### config.mk
export PLATFORM = sky130hd
export DESIGN_NAME = hzgrp_sequencer
export DESIGN_NICKNAME = d
export VERILOG_FILES = /design/src/rtl/hzgrp_pkg.sv /design/src/rtl/hzgrp_cfg.sv /design/src/rtl/hzgrp_bound.sv /design/src/rtl/hzgrp_cut.sv /design/src/rtl/hzgrp_sequencer.sv
export SDC_FILE = /design/constraint.sdc
export NUM_CORES = 1
export LEC_CHECK = 0
export BUFFER_PORTS_ARGS = -buffer_cell sky130_fd_sc_hd__buf_2
export CORE_MARGIN = 3
export CORE_UTILIZATION = 35
export DETAILED_ROUTE_END_ITERATION = 10
export PLACE_DENSITY = 0.62
export SETUP_SLACK_MARGIN = 0.02
export SYNTH_ARGS = -nofsm -noshare
export SYNTH_HDL_FRONTEND = slang
export SYNTH_HIERARCHICAL = 1
export SYNTH_SLANG_ARGS = --single-unit
export TNS_END_PERCENT = 50
### constraint.sdc
create_clock -name clk_i -period 18.3 [get_ports clk_i]
set_input_delay 0.915 -clock clk_i [delete_from_list [all_inputs] [get_ports clk_i]]
set_output_delay 0.915 -clock clk_i [all_outputs]
set_load 0.01 [all_outputs]
### src/rtl/hzgrp_pkg.sv
package hzgrp_pkg;
  // Number of unsafe memory operation classes that disable the hint.
  localparam int unsigned N_UNSAFE = 3;
  localparam int unsigned CLS_ATOMIC = 0;
  localparam int unsigned CLS_NOCACHE = 1;
  localparam int unsigned CLS_RESV = 2;

  typedef enum logic [0:0] {
    SEQ_IDLE = 1'b0,
    SEQ_RUN = 1'b1
  } seq_state_e;
endpackage

### src/rtl/hzgrp_cfg.sv
module hzgrp_cfg
  import hzgrp_pkg::*;
#(
  parameter int unsigned IDX_W = 7
) (
  input logic [IDX_W-1:0] vl_i,
  input logic [IDX_W-1:0] maxvl_i,
  input logic [IDX_W-1:0] hint_i,
  input logic [IDX_W-1:0] impl_max_i,
  input logic [N_UNSAFE-1:0] unsafe_i,
  output logic [IDX_W-1:0] eff_vl_o,
  output logic [IDX_W-1:0] eff_hint_o,
  output logic [IDX_W-1:0] eff_size_o
);
  localparam logic [IDX_W-1:0] ONE = IDX_W'(1);

  logic any_unsafe;
  logic [IDX_W-1:0] hint_cl;
  logic [IDX_W-1:0] impl_cl;

  // Any unsafe class forces the no-independence interpretation.
  always_comb begin
    any_unsafe = 1'b0;
    for (int i = 0; i < int'(N_UNSAFE); i++) begin
      any_unsafe = any_unsafe | unsafe_i[i];
    end
  end

  always_comb begin
    eff_vl_o = (vl_i > maxvl_i) ? maxvl_i : vl_i;
    hint_cl = (hint_i > maxvl_i) ? maxvl_i : hint_i;
    eff_hint_o = any_unsafe ? '0 : hint_cl;
    impl_cl = (impl_max_i == '0) ? ONE : impl_max_i;
    if (eff_hint_o == '0) begin
      eff_size_o = ONE;
    end else if (impl_cl < eff_hint_o) begin
      eff_size_o = impl_cl;
    end else begin
      eff_size_o = eff_hint_o;
    end
  end
endmodule

### src/rtl/hzgrp_bound.sv
module hzgrp_bound #(
  parameter int unsigned IDX_W = 7
) (
  input logic clk_i,
  input logic rst_ni,
  input logic load_i,
  input logic advance_i,
  input logic [IDX_W-1:0] load_hint_i,
  input logic [IDX_W-1:0] run_hint_i,
  output logic [IDX_W:0] bound_o
);
  // Next multiple of the hint above the current index; one extra bit
  // since the last boundary may sit beyond VL.
  logic [IDX_W:0] bound_q;

  always_ff @(posedge clk_i) begin
    if (!rst_ni) begin
      bound_q <= '0;
    end else if (load_i) begin
      bound_q <= {1'b0, load_hint_i};
    end else if (advance_i) begin
      bound_q <= bound_q + {1'b0, run_hint_i};
    end
  end

  assign bound_o = bound_q;
endmodule

### src/rtl/hzgrp_cut.sv
module hzgrp_cut #(
  parameter int unsigned IDX_W = 7
) (
  input logic [IDX_W-1:0] cur_i,
  input logic [IDX_W-1:0] size_i,
  input logic [IDX_W-1:0] vl_i,
  input logic [IDX_W-1:0] hint_i,
  input logic [IDX_W:0] bound_i,
  output logic [IDX_W-1:0] end_o,
  output logic [IDX_W-1:0] count_o,
  output logic last_o,
  output logic hit_bound_o
);
  logic [IDX_W:0] reach;
  logic [IDX_W:0] lim;
  logic grouped;

  always_comb begin
    grouped = (hint_i != '0);
    reach = {1'b0, cur_i} + {1'b0, size_i};
    lim = reach;
    if (grouped && (bound_i < lim)) lim = bound_i;
    if ({1'b0, vl_i} < lim) lim = {1'b0, vl_i};
    end_o = lim[IDX_W-1:0];
    count_o = end_o - cur_i;
    last_o = (end_o == vl_i);
    hit_bound_o = grouped && (lim == bound_i);
  end
endmodule

### src/rtl/hzgrp_sequencer.sv
module hzgrp_sequencer
  import hzgrp_pkg::*;
#(
  parameter int unsigned IDX_W = 7
) (
  input logic clk_i,
  input logic rst_ni,
  input logic start_i,
  input logic [IDX_W-1:0] vl_i,
  input logic [IDX_W-1:0] maxvl_i,
  input logic [IDX_W-1:0] hint_i,
  input logic [IDX_W-1:0] impl_max_i,
  input logic [2:0] unsafe_i,
  output logic bat_valid_o,
  input logic bat_ready_i,
  output logic [IDX_W-1:0] bat_start_o,
  output logic [IDX_W-1:0] bat_count_o,
  output logic bat_indep_o,
  output logic done_o
);
  localparam logic [IDX_W-1:0] ONE = IDX_W'(1);

  seq_state_e state_q;
  logic [IDX_W-1:0] cur_q, vl_q, hint_q, size_q;
  logic done_q;

  logic [IDX_W-1:0] eff_vl, eff_hint, eff_size;
  logic [IDX_W-1:0] cut_end, cut_count;
  logic cut_last, cut_hit;
  logic [IDX_W:0] bound;
  logic take_start, accept;

  hzgrp_cfg #(.IDX_W(IDX_W)) u_cfg (
    .vl_i(vl_i),
    .maxvl_i(maxvl_i),
    .hint_i(hint_i),
    .impl_max_i(impl_max_i),
    .unsafe_i(unsafe_i),
    .eff_vl_o(eff_vl),
    .eff_hint_o(eff_hint),
    .eff_size_o(eff_size)
  );

  assign take_start = start_i && (state_q == SEQ_IDLE);
  assign accept = (state_q == SEQ_RUN) && bat_ready_i;

  hzgrp_bound #(.IDX_W(IDX_W)) u_bound (
    .clk_i(clk_i),
    .rst_ni(rst_ni),
    .load_i(take_start),
    .advance_i(accept && cut_hit),
    .load_hint_i(eff_hint),
    .run_hint_i(hint_q),
    .bound_o(bound)
  );

  hzgrp_cut #(.IDX_W(IDX_W)) u_cut (
    .cur_i(cur_q),
    .size_i(size_q),
    .vl_i(vl_q),
    .hint_i(hint_q),
    .bound_i(bound),
    .end_o(cut_end),
    .count_o(cut_count),
    .last_o(cut_last),
    .hit_bound_o(cut_hit)
  );

  always_ff @(posedge clk_i) begin
    if (!rst_ni) begin
      state_q <= SEQ_IDLE;
      cur_q <= '0;
      vl_q <= '0;
      hint_q <= '0;
      size_q <= ONE;
      done_q <= 1'b0;
    end else begin
      done_q <= 1'b0;
      if (take_start) begin
        cur_q <= '0;
        vl_q <= eff_vl;
        hint_q <= eff_hint;
        size_q <= eff_size;
        if (eff_vl == '0) begin
          done_q <= 1'b1;
        end else begin
          state_q <= SEQ_RUN;
        end
      end else if (accept) begin
        cur_q <= cut_end;
        if (cut_last) begin
          state_q <= SEQ_IDLE;
          done_q <= 1'b1;
        end
      end
    end
  end

  assign bat_valid_o = (state_q == SEQ_RUN);
  assign bat_start_o = cur_q;
  assign bat_count_o = cut_count;
  assign bat_indep_o = (cut_count > ONE);
  assign done_o = done_q;
endmodule

==> flow_summary.toml, run 1 <==
[clock_tree]
cts_made_buffers = 5
clkTransAtPathRegs_ps = 60
postCtsHoldBufs = 0
clock_latency_ps = 290
post-cts-setup-buffers = 0
htreeDepth = 2
ctsLongestPathBuffers = 2
cts.sinks = 38
cts_root_buf = "clkbuf_16"
cts_tree = "yes"
post_cts_resized = 0

[synth]
synth-simple-area-share = 0.278
synth_xor_area_frac = 0.0407
synthCells = 615
yosysSeqAreaShare = 0.161
synth_cell_types = 81
synth_ff_type = "dfxtp_1"
yosysWarningCount = 6
synth-edff-count = 0
async_reset_ff_frac = 0
syn_avg_cell_area_um2 = 7.69
synth_area_um2 = 4730
synth_top_family_by_area = "simple AND/OR/NAND/NOR gates"
synth_adder_area_share = 0.148
synth_compound_area_frac = 0.265
ys_ff_latch = 38
synth.area.mux_share = 0.0455
synth.net_count = 704

[placement]
routabilityCongestion = 0.934
dp.final_hpwl_um = 10300
place_ws_ps = 10490
port_buffers = 51

[worst_setup_path]
worstPathRequired_ps = 17390
crit_buf_inv = 1
slowest_stage = "a221oi_4"
cp-start-kind = "register"
cp.arrival_ps = 7310
end_kind = "output pin"
worst-setup-path-type = "reg -> out"
slowest_delay_ps = 580
crit_fanout = 17
cp_top_family = "compound AO/OA/AOI/OAI gates"

[sta]
post-route-period-util = 0.449
slew_viol_final = 0
relSlewSlack = 0.290
layout_setup_ws_ps = 10080
hold_viol = 0
setup_tns_ps = 0
setup_viol = 0
tightest_slew_ps = 1060
grt_setup_unrepaired = "no"
fin_crit_ps = 8220
finClkSkew_ps = 7.42
fmax_ghz = 0.122

[grt]
grt_max_degree = 36
grt_pass1_vias = 4329
antenna_found_initial = 0
grt_usage = 0.174
grt_overflow = 0
grt_pass1_wl_um = 21200

[job]
cap_violations = 0

[final_layout]
fin_nets = 734
syn2layout_area_growth_pct = 11.3
multi_input_area_um2 = 3670
seqCellArea_um2 = 761
antennaDiodeCount = 0
nFillCells = 1377
drive_gt1_frac = 0.141
utilization = 0.407

[floorplan]
coreArea_um2 = 12900
start_util = 0.366
dieHeight_um = 122
die_x_um = 122
die_area_um2 = 14900
placementRows = 41
ioPinCount = 52

[drt]
drt_iter0_drc = 371
vias = 4574
drc = 0
wl_um = 13000
drt-vias-per-instance = 5.59
dr.pass1.iters = 5
avgRoutedWirePerCell_um = 15.9
ant_nets = 0

[power]
power.density_nw_per_um2 = 69.4
power_leakage_nw = 2.22
vdd_drop_max_mv = 0.0457

[run_status]
status = "completed"

[worst_hold_path]
hp-class = "reg -> reg"
-- placed cells by master (no fill, tap or decap), drive strengths merged, types with 6 or more instances in the layout --
master | netlist | routed
and3 | 9 | 9
mux2i | 20 | 20
or2 | 7 | 7
a21oi | 33 | 33
o21ai | 25 | 25
dfxtp | 38 | 38
nor3b | 10 | 10
xnor2 | 11 | 11
o21a | 13 | 13
nand3 | 22 | 22
nor2 | 45 | 45
nor2b | 9 | 9
xor2 | 11 | 11
a21o | 13 | 13
nand2 | 84 | 84
a21boi | 22 | 22
nor3 | 10 | 10
nor4 | 7 | 7
a211oi | 13 | 13
buf | 10 | 52
nand2b | 12 | 12
or4b | 6 | 6
ha | 51 | 51
inv | 42 | 42
o2111ai | 8 | 8
-- cell type report --
| cell class | instances | area share |
|---|---|---|
| sequential | 38 | 0.144 |
| multi-input combinational | 506 | 0.698 |
| tap | 172 | 0.0409 |
| clock inverter | 3 | 0.0131 |
| timing repair buffer | 52 | 0.0499 |
| clock buffer | 5 | 0.0238 |
| inverter | 42 | 0.0299 |
-- logic make-up after synthesis --
group	count (synthesis)
adder cells (fa/ha/maj)	54
AO/OA/AOI/OAI	163
XOR/XNOR	22
flip-flops	38
buffers and inverters	71
AND/OR/NAND/NOR	246
multiplexers	21
-- layer usage --
layer | GRT usage | wire length, µm
met1 | 0.233 | 6020
met2 | 0.296 | 6160
met3 | 0.0240 | 645
met4 | 0.0413 | 143
met5 | 0 | 0
-- cell usage after synthesis, types with 4 or more instances --
master,count,share of area
or3_1,4,0.0053
nand2b_1,12,0.016
and3_1,9,0.012
buf_2,7,0.0074
or4b_1,6,0.013
a211oi_1,10,0.016
and2_1,4,0.0053
xnor2_1,11,0.020
nor4_1,4,0.0053
nand2_1,84,0.067
a21o_1,13,0.021
inv_1,42,0.033
ha_1,51,0.13
o2111ai_1,8,0.015
mux2i_1,20,0.042
xor2_1,11,0.020
o21a_1,12,0.019
dfxtp_1,38,0.16
nor3_1,8,0.0085
nor2_1,45,0.036
nor2b_1,9,0.012
nand3_1,21,0.022
clkbuf_1,19,0.015
o21ai_0,12,0.013
a21boi_0,22,0.035
o21ai_1,12,0.013
or2_1,4,0.0053
a21oi_1,31,0.033
nor3b_1,9,0.014
-- final timing paths --
kind,start,endpoint,slack (ps),cells past startpoint
max,bat_start_o[1],bat_indep_o,10080,31
min,size_q[5],size_q[5],470,2
max reg2reg,bat_start_o[1],u_bound/bound_o[4],11360,23
min reg2reg,size_q[5],size_q[5],470,2
-- stage by stage --
step / area (µm²) / std cells / power, mW / hold slack (ps)
after floorplan: 4730 / 615 / 0.211 / 445
after global placement: 5070 / 810 / 0.246 / 458
after detailed placement: 5070 / 810 / 0.250 / 470
after CTS: 5270 / 818 / 0.367 / 481
after global routing: 5270 / 818 / 0.389 / 497
final: 5270 / 818 / 0.365 / 474
-- tightest hold or removal path: cells and delay by family, from the launching register on --
| kind | cells | cell delay (ps) |
|---|---|---|
| AND/OR/NAND/NOR | 1 | 50 |
| flip-flops | 1 | 310 |
| AO/OA/AOI/OAI | 1 | 60 |
-- state kept, by name, summed over array words and instances (netlist names) --
| register | flops |
|---|---|
| vl_q | 7 |
| u_bound/bound_o | 8 |
| bat_start_o | 7 |
| hint_q | 7 |
| bat_valid_o | 1 |
| size_q | 7 |
| done_o | 1 |
-- power breakdown --
part	switching [mW]	internal [mW]	total [mW]
Sequential	0.00708	0.0867	0.0938
Clock	0.0368	0.0784	0.115
Combinational	0.0902	0.0661	0.156
Power figures use the tool's default switching activity.
==> inputs of run 2 (changes only) <==
--- a/config.mk
+++ b/config.mk
@@ -9,7 +9,7 @@
 export CORE_MARGIN = 3
 export CORE_UTILIZATION = 35
 export DETAILED_ROUTE_END_ITERATION = 10
-export PLACE_DENSITY = 0.62
+export PLACE_DENSITY = 0.64
 export SETUP_SLACK_MARGIN = 0.02
 export SYNTH_ARGS = -nofsm -noshare
 export SYNTH_HDL_FRONTEND = slang
==> constraint.sdc (replaced) <==
create_clock -name clk_i -period 6.9 [get_ports clk_i]
set_input_delay 0.345 -clock clk_i [delete_from_list [all_inputs] [get_ports clk_i]]
set_output_delay 0.345 -clock clk_i [all_outputs]
set_load 0.01 [all_outputs]
==> flow_summary.toml, run 2 (synthesis results as in run 1) <==
[grt]
grt_pass1_wl_um = 21500
grt_pass1_vias = 4466
antenna_found_initial = 0
grt_max_degree = 38
grt_overflow = 0
grt_usage = 0.175

[drt]
ant_nets = 0
dr.pass1.iters = 5
drc = 0
drt_iter0_drc = 307
vias = 4727
drt-vias-per-instance = 5.60
avgRoutedWirePerCell_um = 16.4
wl_um = 13800

[final_layout]
layout_common_cells = "84 x nand2_1, 51 x buf_2, 44 x nor2_1, 43 x ha_1, 41 x inv_1"
multi_input_area_um2 = 3910
nFillCells = 1321
largest_reg_flops = 8
utilization = 0.443
drive_gt1_frac = 0.228
final_cell_area_um2 = 5720
antennaDiodeCount = 0
syn2layout_area_growth_pct = 21.0
fin_nets = 760
seqCellArea_um2 = 773
fin_cells = 844
mostFrequentLayoutCell = "nand2_1"

[sta]
post-route-period-util = 0.961
fmax_ghz = 0.151
layout_setup_ws_ps = 268
hold_viol = 0
setup_viol = 0
finClkSkew_ps = 7.29
relSlewSlack = 0.324
fin_crit_ps = 6630
tightest_slew_ps = 1010
slew_viol_final = 0

[placement]
dp.final_hpwl_um = 10300
dp_cells = 816
port_buffers = 51
place_ws_ps = 111
routabilityCongestion = 0.911
placed_cell_area_um2 = 5120

[clock_tree]
cts_tree = "yes"
postCtsHoldBufs = 0
clock_latency_ps = 290
clkTransAtPathRegs_ps = 60
htreeDepth = 2
ctsLongestPathBuffers = 2
cts_root_buf = "clkbuf_16"
cts.sinks = 38
cts_made_buffers = 5

[worst_setup_path]
cp.arrival_ps = 6290
rr_worst_depth = 29
worst-setup-path-type = "reg -> out"
timing.rr.start = "bat_start_o[0]"
worstReg2RegEnd = "u_bound/bound_o[4]"
cp-startpoint = "bat_start_o[0]"
slowest_delay_ps = 390
r2r_slack_ps = 960
worstPathRequired_ps = 6550
end_kind = "output pin"
cp-start-kind = "register"
crit_end = "bat_indep_o"
crit_fanout = 5
slowest_stage = "or3_4"

[floorplan]
coreArea_um2 = 12900
placementRows = 41
dieHeight_um = 122
start_util = 0.366
die_area_um2 = 14900
die_x_um = 122
ioPinCount = 52

[power]
power.density_nw_per_um2 = 180
power_leakage_nw = 2.36
vdd_drop_max_mv = 0.117

[worst_hold_path]
hp-class = "in -> reg"

[job]
cap_violations = 0

[run_status]
status = "completed"
[run 2: changes by cell type in the layout (fill, tap and decap cells not counted), moves of 3 or more]
cell | previous run | this run
mux2i_1 | 20 | 17
ha_1 | 51 | 43
ha_4 | 0 | 7
buf_4 | 1 | 26
a21oi_1 | 31 | 27
dfxtp_1 | 38 | 32
dfxtp_2 | 0 | 4
[run 2: power breakdown]
group	internal, mW	leakage [nW]	switching (mW)
logic	0.215	1.95	0.255
registers	0.230	0.311	0.0198
clock network	0.217	0.0971	0.0958
total	0.662	2.36	0.370
[run 2: area by class of cell]
cell class / count / share of cell area
clock inverter: 2 / 0.0105
sequential: 38 / 0.135
multi-input combinational: 506 / 0.684
timing repair buffer: 78 / 0.0807
inverter: 42 / 0.0276
tap: 172 / 0.0376
clock buffer: 6 / 0.0243
[run 2: routing by layer]
metal | global-route usage | vias up | routed length (µm)
met1 | 0.238 | 2227 | 6430
met3 | 0.0212 | 20 | 607
met5 | 0 | - | 0
met2 | 0.295 | 145 | 6590
met4 | 0.0413 | 0 | 180
li1 | - | 2335 | -
[run 2: worst min-delay path by stage]
stage | from | endpoint | slack [ps] | depth (start not counted)
after floorplan | size_q[0] | size_q[0] | 440 | 2
after global placement | size_q[0] | size_q[0] | 460 | 2
after detailed placement | size_q[0] | size_q[0] | 470 | 2
after CTS | bat_ready_i | bat_valid_o | 390 | 4
after global routing | bat_ready_i | bat_valid_o | 420 | 4
final | bat_ready_i | bat_valid_o | 380 | 4
[run 2: per-stage QoR]
step / TNS [ps] / power, mW / hold WS (ps)
floorplan: 0 / 0.561 / 445
global placement: 0 / 0.659 / 457
detailed placement: 0 / 0.669 / 465
CTS: 0 / 0.992 / 387
global route: -48.9 / 1.09 / 423
finish: 0 / 1.03 / 385
[run 2: critical path, delay by kind of cell, from the launching register on]
| family | cells | cell delay, ps |
|---|---|---|
| and+or+nand+nor | 10 | 1340 |
| adders and majority gates | 6 | 1610 |
| xor gates and xnor gates | 3 | 440 |
| buffers and inverters | 5 | 580 |
| AOI/OAI and AO/OA | 9 | 1710 |
| DFF | 1 | 360 |
[run 2: timing repair]
action / 4_1_cts / 5_1_grt
hold endpoints to repair: 0 / 0
resized for setup: 12 / 42
setup buffers: 3 / 17
setup endpoints to repair: 2 / 4
pin swaps: 4 / 16
